File: src/rtl/evtctr_pkg.sv
package evtctr_pkg;

   localparam int ADDR_W = 5;
   localparam int IDX_W  = 3;
   localparam int MAX_CTR = 1 << IDX_W;

   typedef enum logic [1:0] {
      RK_CNT  = 2'd0,
      RK_TYP  = 2'd1,
      RK_CTL  = 2'd2,
      RK_NONE = 2'd3
   } reg_kind_e;

   localparam logic [IDX_W-1:0] CTL_GLB   = 3'd0;
   localparam logic [IDX_W-1:0] CTL_ENA   = 3'd1;
   localparam logic [IDX_W-1:0] CTL_OVCLR = 3'd2;
   localparam logic [IDX_W-1:0] CTL_OVSET = 3'd3;

   localparam logic [ADDR_W-1:0] ADDR_OVCLR = {RK_CTL, CTL_OVCLR};

endpackage

File: src/rtl/evtctr_regdec.sv
module evtctr_regdec
   import evtctr_pkg::*;
#(
   parameter int N_CTR = 6
) (
   input  logic              wr_en,
   input  logic [ADDR_W-1:0] wr_addr,
   output logic [N_CTR-1:0]  cnt_we,
   output logic [N_CTR-1:0]  typ_we,
   output logic              glb_we,
   output logic              ena_we,
   output logic              ovclr_we,
   output logic              ovset_we
);

   reg_kind_e        kind;
   logic [IDX_W-1:0] idx;

   assign kind = reg_kind_e'(wr_addr[ADDR_W-1 -: 2]);
   assign idx  = wr_addr[IDX_W-1:0];

   for (genvar i = 0; i < N_CTR; i++) begin : g_we
      assign cnt_we[i] = wr_en && (kind == RK_CNT) && (idx == IDX_W'(i));
      assign typ_we[i] = wr_en && (kind == RK_TYP) && (idx == IDX_W'(i));
   end

   assign glb_we   = wr_en && (kind == RK_CTL) && (idx == CTL_GLB);
   assign ena_we   = wr_en && (kind == RK_CTL) && (idx == CTL_ENA);
   assign ovclr_we = wr_en && (kind == RK_CTL) && (idx == CTL_OVCLR);
   assign ovset_we = wr_en && (kind == RK_CTL) && (idx == CTL_OVSET);

endmodule

File: src/rtl/evtctr_incsel.sv
module evtctr_incsel #(
   parameter int              N_CTR      = 6,
   parameter int              EVT_W      = 10,
   parameter logic [EVT_W-1:0] SWINC_CODE = '0,
   parameter logic [EVT_W-1:0] CHAIN_CODE = 10'h01E
) (
   input  logic                        glb_en,
   input  logic [N_CTR-1:0]            ena,
   input  logic                        inc_valid,
   input  logic [N_CTR-1:0]            inc_mask,
   input  logic [N_CTR-1:0][EVT_W-1:0] typ,
   input  logic [N_CTR-1:0]            at_max,
   input  logic [N_CTR-1:0]            cnt_we,
   output logic [N_CTR-1:0]            adv,
   output logic [N_CTR-1:0]            ovf_hit
);

   logic [N_CTR-1:0] sel;
   logic [N_CTR-1:0] own;
   logic [N_CTR-1:0] carry;
   logic [N_CTR-1:0] is_lo;

   for (genvar i = 0; i < N_CTR; i++) begin : g_ctr
      assign sel[i] = glb_en && inc_valid && inc_mask[i] && ena[i]
                      && (typ[i] == SWINC_CODE);
      // a register write on the same counter wins over the increment
      assign own[i] = sel[i] && !cnt_we[i];

      if (i % 2 == 1) begin : g_hi
         assign carry[i] = own[i-1] && at_max[i-1] && (typ[i] == CHAIN_CODE);
         assign is_lo[i] = 1'b0;
      end else if (i + 1 < N_CTR) begin : g_lo
         assign carry[i] = 1'b0;
         assign is_lo[i] = (typ[i+1] == CHAIN_CODE);
      end else begin : g_last
         assign carry[i] = 1'b0;
         assign is_lo[i] = 1'b0;
      end

      assign adv[i]     = (own[i] || carry[i]) && !cnt_we[i];
      assign ovf_hit[i] = adv[i] && at_max[i] && !is_lo[i];
   end

endmodule

File: src/rtl/evtctr_slice.sv
module evtctr_slice #(
   parameter int CTR_W = 32
) (
   input  logic             clk,
   input  logic             rst_n,
   input  logic             ld,
   input  logic [CTR_W-1:0] ld_val,
   input  logic             adv,
   output logic [CTR_W-1:0] cnt_q,
   output logic             at_max
);

   always_ff @(posedge clk) begin
      if (!rst_n)      cnt_q <= '0;
      else if (ld)     cnt_q <= ld_val;
      else if (adv)    cnt_q <= cnt_q + CTR_W'(1);
   end

   assign at_max = &cnt_q;

endmodule

File: src/rtl/evtctr_bank.sv
module evtctr_bank
   import evtctr_pkg::*;
#(
   parameter int               N_CTR      = 6,
   parameter int               CTR_W      = 32,
   parameter int               EVT_W      = 10,
   parameter logic [EVT_W-1:0] SWINC_CODE = 10'h000,
   parameter logic [EVT_W-1:0] CHAIN_CODE = 10'h01E
) (
   input  logic              clk,
   input  logic              rst_n,
   input  logic              wr_en,
   input  logic [4:0]        wr_addr,
   input  logic [31:0]       wr_data,
   input  logic [4:0]        rd_addr,
   output logic [31:0]       rd_data,
   input  logic              inc_valid,
   input  logic [N_CTR-1:0]  inc_mask
);

   if (N_CTR < 1 || N_CTR > MAX_CTR) begin : g_bad_n
      $error("evtctr_bank: N_CTR out of range");
   end
   if (CTR_W != 32) begin : g_bad_w
      $error("evtctr_bank: register port is 32 bits wide");
   end
   if (EVT_W > CTR_W) begin : g_bad_e
      $error("evtctr_bank: event field wider than data path");
   end
   if (SWINC_CODE == CHAIN_CODE) begin : g_bad_code
      $error("evtctr_bank: event codes must differ");
   end

   logic [N_CTR-1:0][CTR_W-1:0] cnt_q;
   logic [N_CTR-1:0][EVT_W-1:0] typ_q;
   logic [N_CTR-1:0]            ena_q;
   logic [N_CTR-1:0]            ovf_q;
   logic                        glb_en_q;

   logic [N_CTR-1:0] cnt_we, typ_we, at_max, adv, ovf_hit;
   logic             glb_we, ena_we, ovclr_we, ovset_we;
   logic [N_CTR-1:0] ov_clr_bits, ov_set_bits;

   evtctr_regdec #(.N_CTR(N_CTR)) u_dec (
      .wr_en    (wr_en),
      .wr_addr  (wr_addr),
      .cnt_we   (cnt_we),
      .typ_we   (typ_we),
      .glb_we   (glb_we),
      .ena_we   (ena_we),
      .ovclr_we (ovclr_we),
      .ovset_we (ovset_we)
   );

   evtctr_incsel #(
      .N_CTR      (N_CTR),
      .EVT_W      (EVT_W),
      .SWINC_CODE (SWINC_CODE),
      .CHAIN_CODE (CHAIN_CODE)
   ) u_sel (
      .glb_en    (glb_en_q),
      .ena       (ena_q),
      .inc_valid (inc_valid),
      .inc_mask  (inc_mask),
      .typ       (typ_q),
      .at_max    (at_max),
      .cnt_we    (cnt_we),
      .adv       (adv),
      .ovf_hit   (ovf_hit)
   );

   for (genvar i = 0; i < N_CTR; i++) begin : g_slice
      evtctr_slice #(.CTR_W(CTR_W)) u_ctr (
         .clk    (clk),
         .rst_n  (rst_n),
         .ld     (cnt_we[i]),
         .ld_val (wr_data),
         .adv    (adv[i]),
         .cnt_q  (cnt_q[i]),
         .at_max (at_max[i])
      );

      always_ff @(posedge clk) begin
         if (!rst_n)         typ_q[i] <= '0;
         else if (typ_we[i]) typ_q[i] <= wr_data[EVT_W-1:0];
      end
   end

   always_ff @(posedge clk) begin
      if (!rst_n) begin
         glb_en_q <= 1'b0;
         ena_q    <= '0;
      end else begin
         if (glb_we) glb_en_q <= wr_data[0];
         if (ena_we) ena_q    <= wr_data[N_CTR-1:0];
      end
   end

   assign ov_clr_bits = ovclr_we ? wr_data[N_CTR-1:0] : '0;
   assign ov_set_bits = ovset_we ? wr_data[N_CTR-1:0] : '0;

   // hardware wrap is OR-ed after the clear so it is never lost
   always_ff @(posedge clk) begin
      if (!rst_n) ovf_q <= '0;
      else        ovf_q <= (ovf_q & ~ov_clr_bits) | ov_set_bits | ovf_hit;
   end

   reg_kind_e        rd_kind;
   logic [IDX_W-1:0] rd_idx;

   assign rd_kind = reg_kind_e'(rd_addr[ADDR_W-1 -: 2]);
   assign rd_idx  = rd_addr[IDX_W-1:0];

   always_comb begin
      rd_data = '0;
      unique case (rd_kind)
         RK_CNT: begin
            for (int i = 0; i < N_CTR; i++)
               if (rd_idx == IDX_W'(i)) rd_data = cnt_q[i];
         end
         RK_TYP: begin
            for (int i = 0; i < N_CTR; i++)
               if (rd_idx == IDX_W'(i)) rd_data = CTR_W'(typ_q[i]);
         end
         RK_CTL: begin
            if (rd_idx == CTL_GLB)      rd_data = CTR_W'(glb_en_q);
            else if (rd_idx == CTL_ENA) rd_data = CTR_W'(ena_q);
            else if (rd_idx == CTL_OVCLR || rd_idx == CTL_OVSET)
                                        rd_data = CTR_W'(ovf_q);
         end
         default: rd_data = '0;
      endcase
   end

endmodule

File: config.mk
export PLATFORM = sky130hd
export DESIGN_NAME = evtctr_bank
export DESIGN_NICKNAME = d
export VERILOG_FILES = /design/src/rtl/evtctr_pkg.sv /design/src/rtl/evtctr_regdec.sv /design/src/rtl/evtctr_incsel.sv /design/src/rtl/evtctr_slice.sv /design/src/rtl/evtctr_bank.sv
export SDC_FILE = /design/constraint.sdc
export NUM_CORES = 1
export LEC_CHECK = 0
export BUFFER_PORTS_ARGS = -buffer_cell sky130_fd_sc_hd__buf_2
export CAP_MARGIN = 30
export CORE_MARGIN = 2
export CORE_UTILIZATION = 34
export CTS_CLUSTER_DIAMETER = 30
export CTS_CLUSTER_SIZE = 16
export DETAILED_ROUTE_END_ITERATION = 8
export SLEW_MARGIN = 0
export SYNTH_ARGS = -nofsm -noshare
export SYNTH_HDL_FRONTEND = slang
export SYNTH_SLANG_ARGS = --single-unit
File: constraint.sdc
create_clock -name clk -period 6.3 [get_ports clk]
set_input_delay 0.945 -clock clk [delete_from_list [all_inputs] [get_ports clk]]
set_output_delay 0.945 -clock clk [all_outputs]
set_load 0.05 [all_outputs]
==> results of run 1 <==
-- worst reg2reg max path, stage by stage, from the launching register on --
cell	delay, ns
dfxtp_1	0.40
and2_1	0.37
nand4_1	0.57
or3_1	0.62
o31ai_1	0.87
and4_1	0.33
xnor2_1	0.12
a21oi_1	0.09
-- where the power goes --
group / switching, mW / internal, mW / leakage, nW
combinational: 0.204 / 0.0862 / 3.24
clock: 1.04 / 2.11 / 0.990
sequential: 0.0339 / 1.70 / 2.14
-- cell usage after synthesis (6+ instances only) --
cell type / number
a22oi_1: 9
a31oi_1: 11
a221oi_1: 21
inv_1: 15
mux2i_1: 66
nor4_1: 13
o21ai_0: 137
dfxtp_1: 265
nand4_1: 73
a21oi_1: 192
o22a_1: 6
and4_1: 23
nand2_1: 167
nor3_1: 22
nor2_1: 208
mux2_2: 23
nor4b_1: 6
and3_1: 43
ha_1: 6
nor4bb_1: 6
xor2_1: 109
a211oi_1: 63
buf_1: 7
xnor2_1: 47
clkbuf_1: 132
a311oi_1: 9
mux4_2: 33
nand3_1: 114
or3_1: 15
and2_1: 15
-- flip-flops by register name (all words and copies together), names as in the netlist --
register,count
g_slice.u_ctr.cnt_q,192
typ_q,60
ena_q,6
ovf_q,6
glb_en_q,1
-- final cells by class --
cell class	instances	area share
clock inverter	34	0.0198
clock buffer	79	0.0902
timing repair buffer	117	0.0369
multi-input combinational	1510	0.525
tap	600	0.0402
antenna	1	0.000134
sequential	265	0.284
inverter	17	0.00355
-- per-layer routing --
layer,part of all wire,up-vias
met5,0.00081,-
met4,0.032,8
met3,0.087,116
met2,0.45,728
met1,0.43,7523
li1,-,7215
-- per-stage QoR --
| stage | hold WS (ns) | std cells | instance area [um^2] |
|---|---|---|---|
| 3_5_place_dp | 0.465 | 2509 | 16600 |
| 4_1_cts | 0.470 | 2622 | 18700 |
| 5_1_grt | 0.491 | 2622 | 18700 |
| 2_1_floorplan | 0.444 | 1938 | 15700 |
| 3_3_place_gp | 0.457 | 2506 | 16600 |
| 6_report | 0.474 | 2623 | 18700 |
-- logic make-up after synthesis --
kind of cell,count (synthesis),synth area share
DFF,265,0.337
buffers and inverters,163,0.0403
adders and majority gates,6,0.00477
AOI/OAI and AO/OA,481,0.183
and+or+nand+nor,745,0.242
muxes,122,0.106
xor gates and xnor gates,156,0.0869
-- how the worst min path moves through the flow --
stage               cells after the start                    from                      to
finish                                  2  typ_q[16]$_SDFFE_PN0P_  typ_q[16]$_SDFFE_PN0P_
global route                            2   ena_q[1]$_SDFFE_PN0P_   ena_q[1]$_SDFFE_PN0P_
CTS                                     2   ena_q[1]$_SDFFE_PN0P_   ena_q[1]$_SDFFE_PN0P_
detailed placement                      2   ena_q[1]$_SDFFE_PN0P_   ena_q[1]$_SDFFE_PN0P_
global placement                        2   ena_q[1]$_SDFFE_PN0P_   ena_q[1]$_SDFFE_PN0P_
floorplan                               2   ena_q[0]$_SDFFE_PN0P_   ena_q[0]$_SDFFE_PN0P_
==> flow_summary_export.csv, run 1 <==
group,metric,value,unit
setup_path,endpoint_kind,"output pin",
status,outcome,"completed",
setup_path,required,5.35,ns
global_routing,met1_usage,0.328,
route,drt_iter0_markers,1602,
synthesis,syn_inst,1938,
setup_path,cp_slowest_cell,"buf_4",
setup_path,cpLargestDelayFamily,"buffers and inverters",
sta,period_minus_slack,4.51,ns
setup_path,startpoint_type,"primary input",
power_and_ir_drop,power_density,277,nW/um^2
synthesis,synth_edf_count,0,
clock_network,cts_buffers,60,
synthesis,syn_avg_cell_area,8.11,um^2
clock_network,cts_resized,0,
synthesis,synth_top_area_cell,"dfxtp_1",
cells_and_area,seq_area,5310,um^2
power_and_ir_drop,power_leakage,6.37,nW
global_routing,grt_antenna_before_repair,5,
synthesis,synth_top_area_share,0.337,
sta,timing.final.crit_share,0.717,
sta,maxSlewViolCount,0,
global_routing,grt-busiest-layer,"met2",
placed_design,dp_hpwl,40400,um
global_routing,gr-total-overflow,0,
clock_network,hold_buffers,0,
setup_path,crit_type,"in2out",
sta,rsz0062_at_grt,"false",
clock_network,cts.htree.levels,2,
setup_path,reg2reg_from,"glb_en_q$_SDFFE_PN0P_",
cells_and_area,final_layout_size_suffix_gt1_frac,0.149,
placed_design,place.gp.congestion,0.923,
floorplanning,die_h,219,um
synthesis,synthArstFlopShare,0,
route,vias_per_cell,5.94,
floorplanning,die_w,219,um
sta,worstMarginPinSlew,1.04,ns
clock_network,clk_pin_slew_worst_paths,0.05,ns
cells_and_area,nets,2029,
power_and_ir_drop,total_power,5.18,mW
setup_path,r2r_end,"g_slice[1].u_ctr.cnt_q[13]$_SDFFE_PN0P_",
sta,skew,0.0232,ns
global_routing,grtUsageMet2,0.370,
setup_path,crit_path_max_incr_delay,0.66,ns
setup_path,critPathBufInv,4,
floorplanning,ios,84,
setup_path,crit_path_cell_trace,"buf_4 -> buf_4 -> buf_4 -> mux4_2 -> a21oi_1 -> nor2_1 -> buf_2",
clock_network,clock-sinks,265,
placed_design,port_buffers,83,
cells_and_area,utilization,0.411,
sta,setup_viol,0,
sta,tns,0,ns
floorplanning,coreArea,45500,um^2
floorplanning,rows,78,
route,wl_per_cell,22.1,um
min_path,hold_path_class,"reg2reg",
clock_network,post-cts-setup-buffers,0,
global_routing,grt_pass1_vias,14500,
cells_and_area,layout_commonest_cell,"dfxtp_1",
synthesis,synth-main-ff-cell,"dfxtp_1",
route,wirelength,58000,um
route,drcViolationCount,0,
flow_run,drv_cap,0,
setup_path,crit_cells,7,
clock_network,cts-root-buf,"clkbuf_16",
setup_path,endpoint,"rd_data[13]",
cells_and_area,multi_input_area,9820,um^2
sta,hold_violations,0,
floorplanning,die_area,48000,um^2
global_routing,grt_max_degree,78,
placed_design,pre_cts_ws,1.80,ns
cells_and_area,final_cell_mix,"dfxtp_1, nor2_1, a21oi_1",
synthesis,ys_seq_area_frac,0.337,
synthesis,syn_nets,1996,
synthesis,synth_cell_types,68,
route,via_count,15600,
global_routing,grt.met3_usage,0.0438,
sta,worst_slack,1.79,ns
setup_path,reg2reg_depth,7,
setup_path,cpMostUsedCell,"buf_4",
setup_path,startpoint,"rd_addr[0]",
setup_path,rrSetupSlack,2.80,ns
setup_path,path_max_fanout,55,
synthesis,synth_area_leaders,"dfxtp_1, a21oi_1, xor2_1, nor2_1, mux4_2",
cells_and_area,areaGrowthSynthToFinish,18.8,%
clock_network,cts_tree,"built",
synthesis,ys.warnings.count,0,
global_routing,grt_pass1_wl,88200,um
setup_path,critical_path_arrival,3.57,ns
sta,fmax,0.222,GHz
sta,relSlewSlack,0.300,
floorplanning,initial_core_util,0.346,
synthesis,synth_seq_cells,265,
route,antenna_left,0,
clock_network,clockBufferDepth,3,
synthesis,syn_area,15700,um^2
clock_network,clk_latency,0.59,ns
cells_and_area,num-fill-cells,4636,
route,drtPass1Iterations,6,
global_routing,grt_use_total,0.238,
power_and_ir_drop,ir_drop,218,uV
(Power assumes the default switching activity.)
==> inputs of run 2 (changes only) <==
==> constraint.sdc (replaced) <==
create_clock -name clk -period 4.2 [get_ports clk]
set_input_delay 0.63 -clock clk [delete_from_list [all_inputs] [get_ports clk]]
set_output_delay 0.63 -clock clk [all_outputs]
set_load 0.05 [all_outputs]
==> run 2 against run 1 <==
Die area is the same; register-to-register slack worse by 1.7 ns; first-iteration DRC count is 8.8% higher; clock skew down 0.0043 ns; total power increased by 54%; combinational power rose by 53%; routed wire length grew 0.67%; sequential share of layout area fell by 0.29 points; cell area grew 1.0%; clock-buffer cell count increased by 3; core utilization increased by 0.42 points; non-clock buffer count increased by 13.
==> flow_summary_export.csv, run 2 (synthesis results as in run 1) <==
group,metric,value,unit
status,outcome,"completed",
setup_path,critPathBufInv,3,
floorplanning,die_area,48000,um^2
route,wirelength,58400,um
setup_path,endpoint_kind,"output pin",
placed_design,place.gp.congestion,0.909,
sta,relSlewSlack,0.333,
floorplanning,ios,84,
sta,worstMarginPinSlew,0.995,ns
clock_network,clk_latency,0.58,ns
global_routing,grt_max_degree,99,
sta,skew,0.0189,ns
clock_network,clock-sinks,265,
global_routing,grt_pass1_wl,88400,um
cells_and_area,areaGrowthSynthToFinish,20.1,%
route,drtPass1Iterations,5,
clock_network,hold_buffers,0,
cells_and_area,final_cell_mix,"dfxtp_1, nor2_1, a21oi_1",
cells_and_area,layout_commonest_cell,"dfxtp_1",
min_path,hold_path_depth,3,
sta,rsz0062_at_grt,"false",
route,via_count,15700,
sta,setup_viol,0,
floorplanning,initial_core_util,0.346,
min_path,min_to,"g_slice[0].u_ctr.cnt_q[31]$_SDFFE_PN0P_",
sta,maxSlewViolCount,0,
route,vias_per_cell,5.95,
placed_design,dp_hpwl,40900,um
setup_path,crit_type,"in2out",
clock_network,cts.htree.levels,2,
min_path,min_from,"wr_data[31]",
setup_path,crit_path_cell_trace,"buf_4 -> buf_4 -> mux4_2 -> a21oi_1 -> nor2_1 -> buf_2",
route,drt_iter0_markers,1743,
cells_and_area,regMostFlops,"g_slice.u_ctr.cnt_q",
floorplanning,rows,78,
clock_network,clockBufferDepth,3,
setup_path,reg2reg_depth,8,
cells_and_area,final_area,18900,um^2
placed_design,port_buffers,83,
global_routing,grt_antenna_before_repair,1,
sta,tns,0,ns
clock_network,cts_tree,"built",
floorplanning,die_h,219,um
power_and_ir_drop,power_density,422,nW/um^2
setup_path,critical_path_arrival,2.87,ns
setup_path,required,3.57,ns
setup_path,path_max_fanout,49,
cells_and_area,fin_cells,2630,
cells_and_area,reg_top3,"g_slice.u_ctr.cnt_q x192, typ_q x60",
clock_network,clk_pin_slew_worst_paths,0.05,ns
sta,hold_violations,0,
cells_and_area,final_layout_size_suffix_gt1_frac,0.152,
setup_path,r2r_end,"g_slice[1].u_ctr.cnt_q[13]$_SDFFE_PN0P_",
setup_path,reg2reg_from,"g_slice[0].u_ctr.cnt_q[9]$_SDFFE_PN0P_",
power_and_ir_drop,ir_drop,264,uV
sta,timing.final.crit_share,0.833,
min_path,hold_path_class,"in2reg",
setup_path,startpoint_type,"primary input",
setup_path,rrSetupSlack,1.07,ns
global_routing,grt_pass1_vias,14600,
route,drcViolationCount,0,
sta,period_minus_slack,3.50,ns
clock_network,cts_resized,0,
cells_and_area,largest_register_ffs,192,
setup_path,cp_slowest_cell,"buf_4",
power_and_ir_drop,power_leakage,6.49,nW
placed_design,dp.cells,2522,
clock_network,post-cts-setup-buffers,0,
global_routing,grt_use_total,0.238,
setup_path,cpMostUsedCell,"buf_4",
flow_run,drv_cap,0,
placed_design,place_area,16800,um^2
floorplanning,coreArea,45500,um^2
sta,fmax,0.286,GHz
route,wl_per_cell,22.2,um
clock_network,cts-root-buf,"clkbuf_16",
setup_path,cpLargestDelayFamily,"buffers and inverters",
clock_network,cts_buffers,60,
route,antenna_left,0,
cells_and_area,nets,2042,
setup_path,crit_path_max_incr_delay,0.66,ns
cells_and_area,utilization,0.415,
cells_and_area,num-fill-cells,4542,
floorplanning,die_w,219,um
global_routing,gr-total-overflow,0,
run 2: cell count changes in the layout (fill, tap and decap cells not counted), moves of 4 or more:
cell | before | now
clkinv_2 | 14 | 9
clkbuf_8 | 7 | 12
buf_4 | 33 | 45
clkinvlp_4 | 9 | 3
bufinv_16 | 6 | 10
run 2: routing by layer:
metal,global-route usage,vias up,wire length (um)
li1,-,7244,-
met3,0.0371,137,4900
met5,0,-,0
met1,0.325,7507,25100
met2,0.373,768,26200
met4,0.101,0,2210
run 2: cell type report:
class | count | area, um^2 | share of cell area
clock inverter | 25 | 394 | 0.0209
inverter | 17 | 66.3 | 0.00351
antenna | 1 | 2.50 | 0.000133
timing repair buffer | 130 | 816 | 0.0432
tap | 600 | 751 | 0.0398
multi-input combinational | 1510 | 9820 | 0.520
clock buffer | 82 | 1730 | 0.0914
sequential | 265 | 5310 | 0.281
run 2: worst max path at each step:
stage / cells past startpoint / from / end
after detailed placement: 6 / rd_addr[0] / rd_data[29]
after global placement: 6 / rd_addr[0] / rd_data[4]
after CTS: 6 / rd_addr[0] / rd_data[4]
final: 6 / rd_addr[0] / rd_data[29]
after global routing: 6 / rd_addr[0] / rd_data[4]
after floorplan: 8 / rd_addr[0] / rd_data[8]
run 2: report_power, final:
group	switching [mW]	leakage, nW	internal [mW]
Combinational	0.307	3.31	0.136
Clock	1.49	1.04	3.43
Sequential	0.0496	2.14	2.56
run 2: worst register-to-register path, delay by kind of cell (launching register included):
| kind | cells | cell delay [ns] |
|---|---|---|
| AOI/OAI and AO/OA | 2 | 0.63 |
| and+or+nand+nor | 4 | 1.50 |
| xor gates and xnor gates | 1 | 0.12 |
| buffers and inverters | 1 | 0.24 |
| DFF | 1 | 0.50 |
run 2: through the flow:
step	setup slack, ns	power, mW	hold slack (ns)
floorplan	0.209	2.90	0.444
CTS	0.716	7.99	0.403
global route	0.542	8.16	0.430
finish	0.702	7.97	0.429
detailed placement	0.741	3.08	0.464
global placement	0.763	3.08	0.461
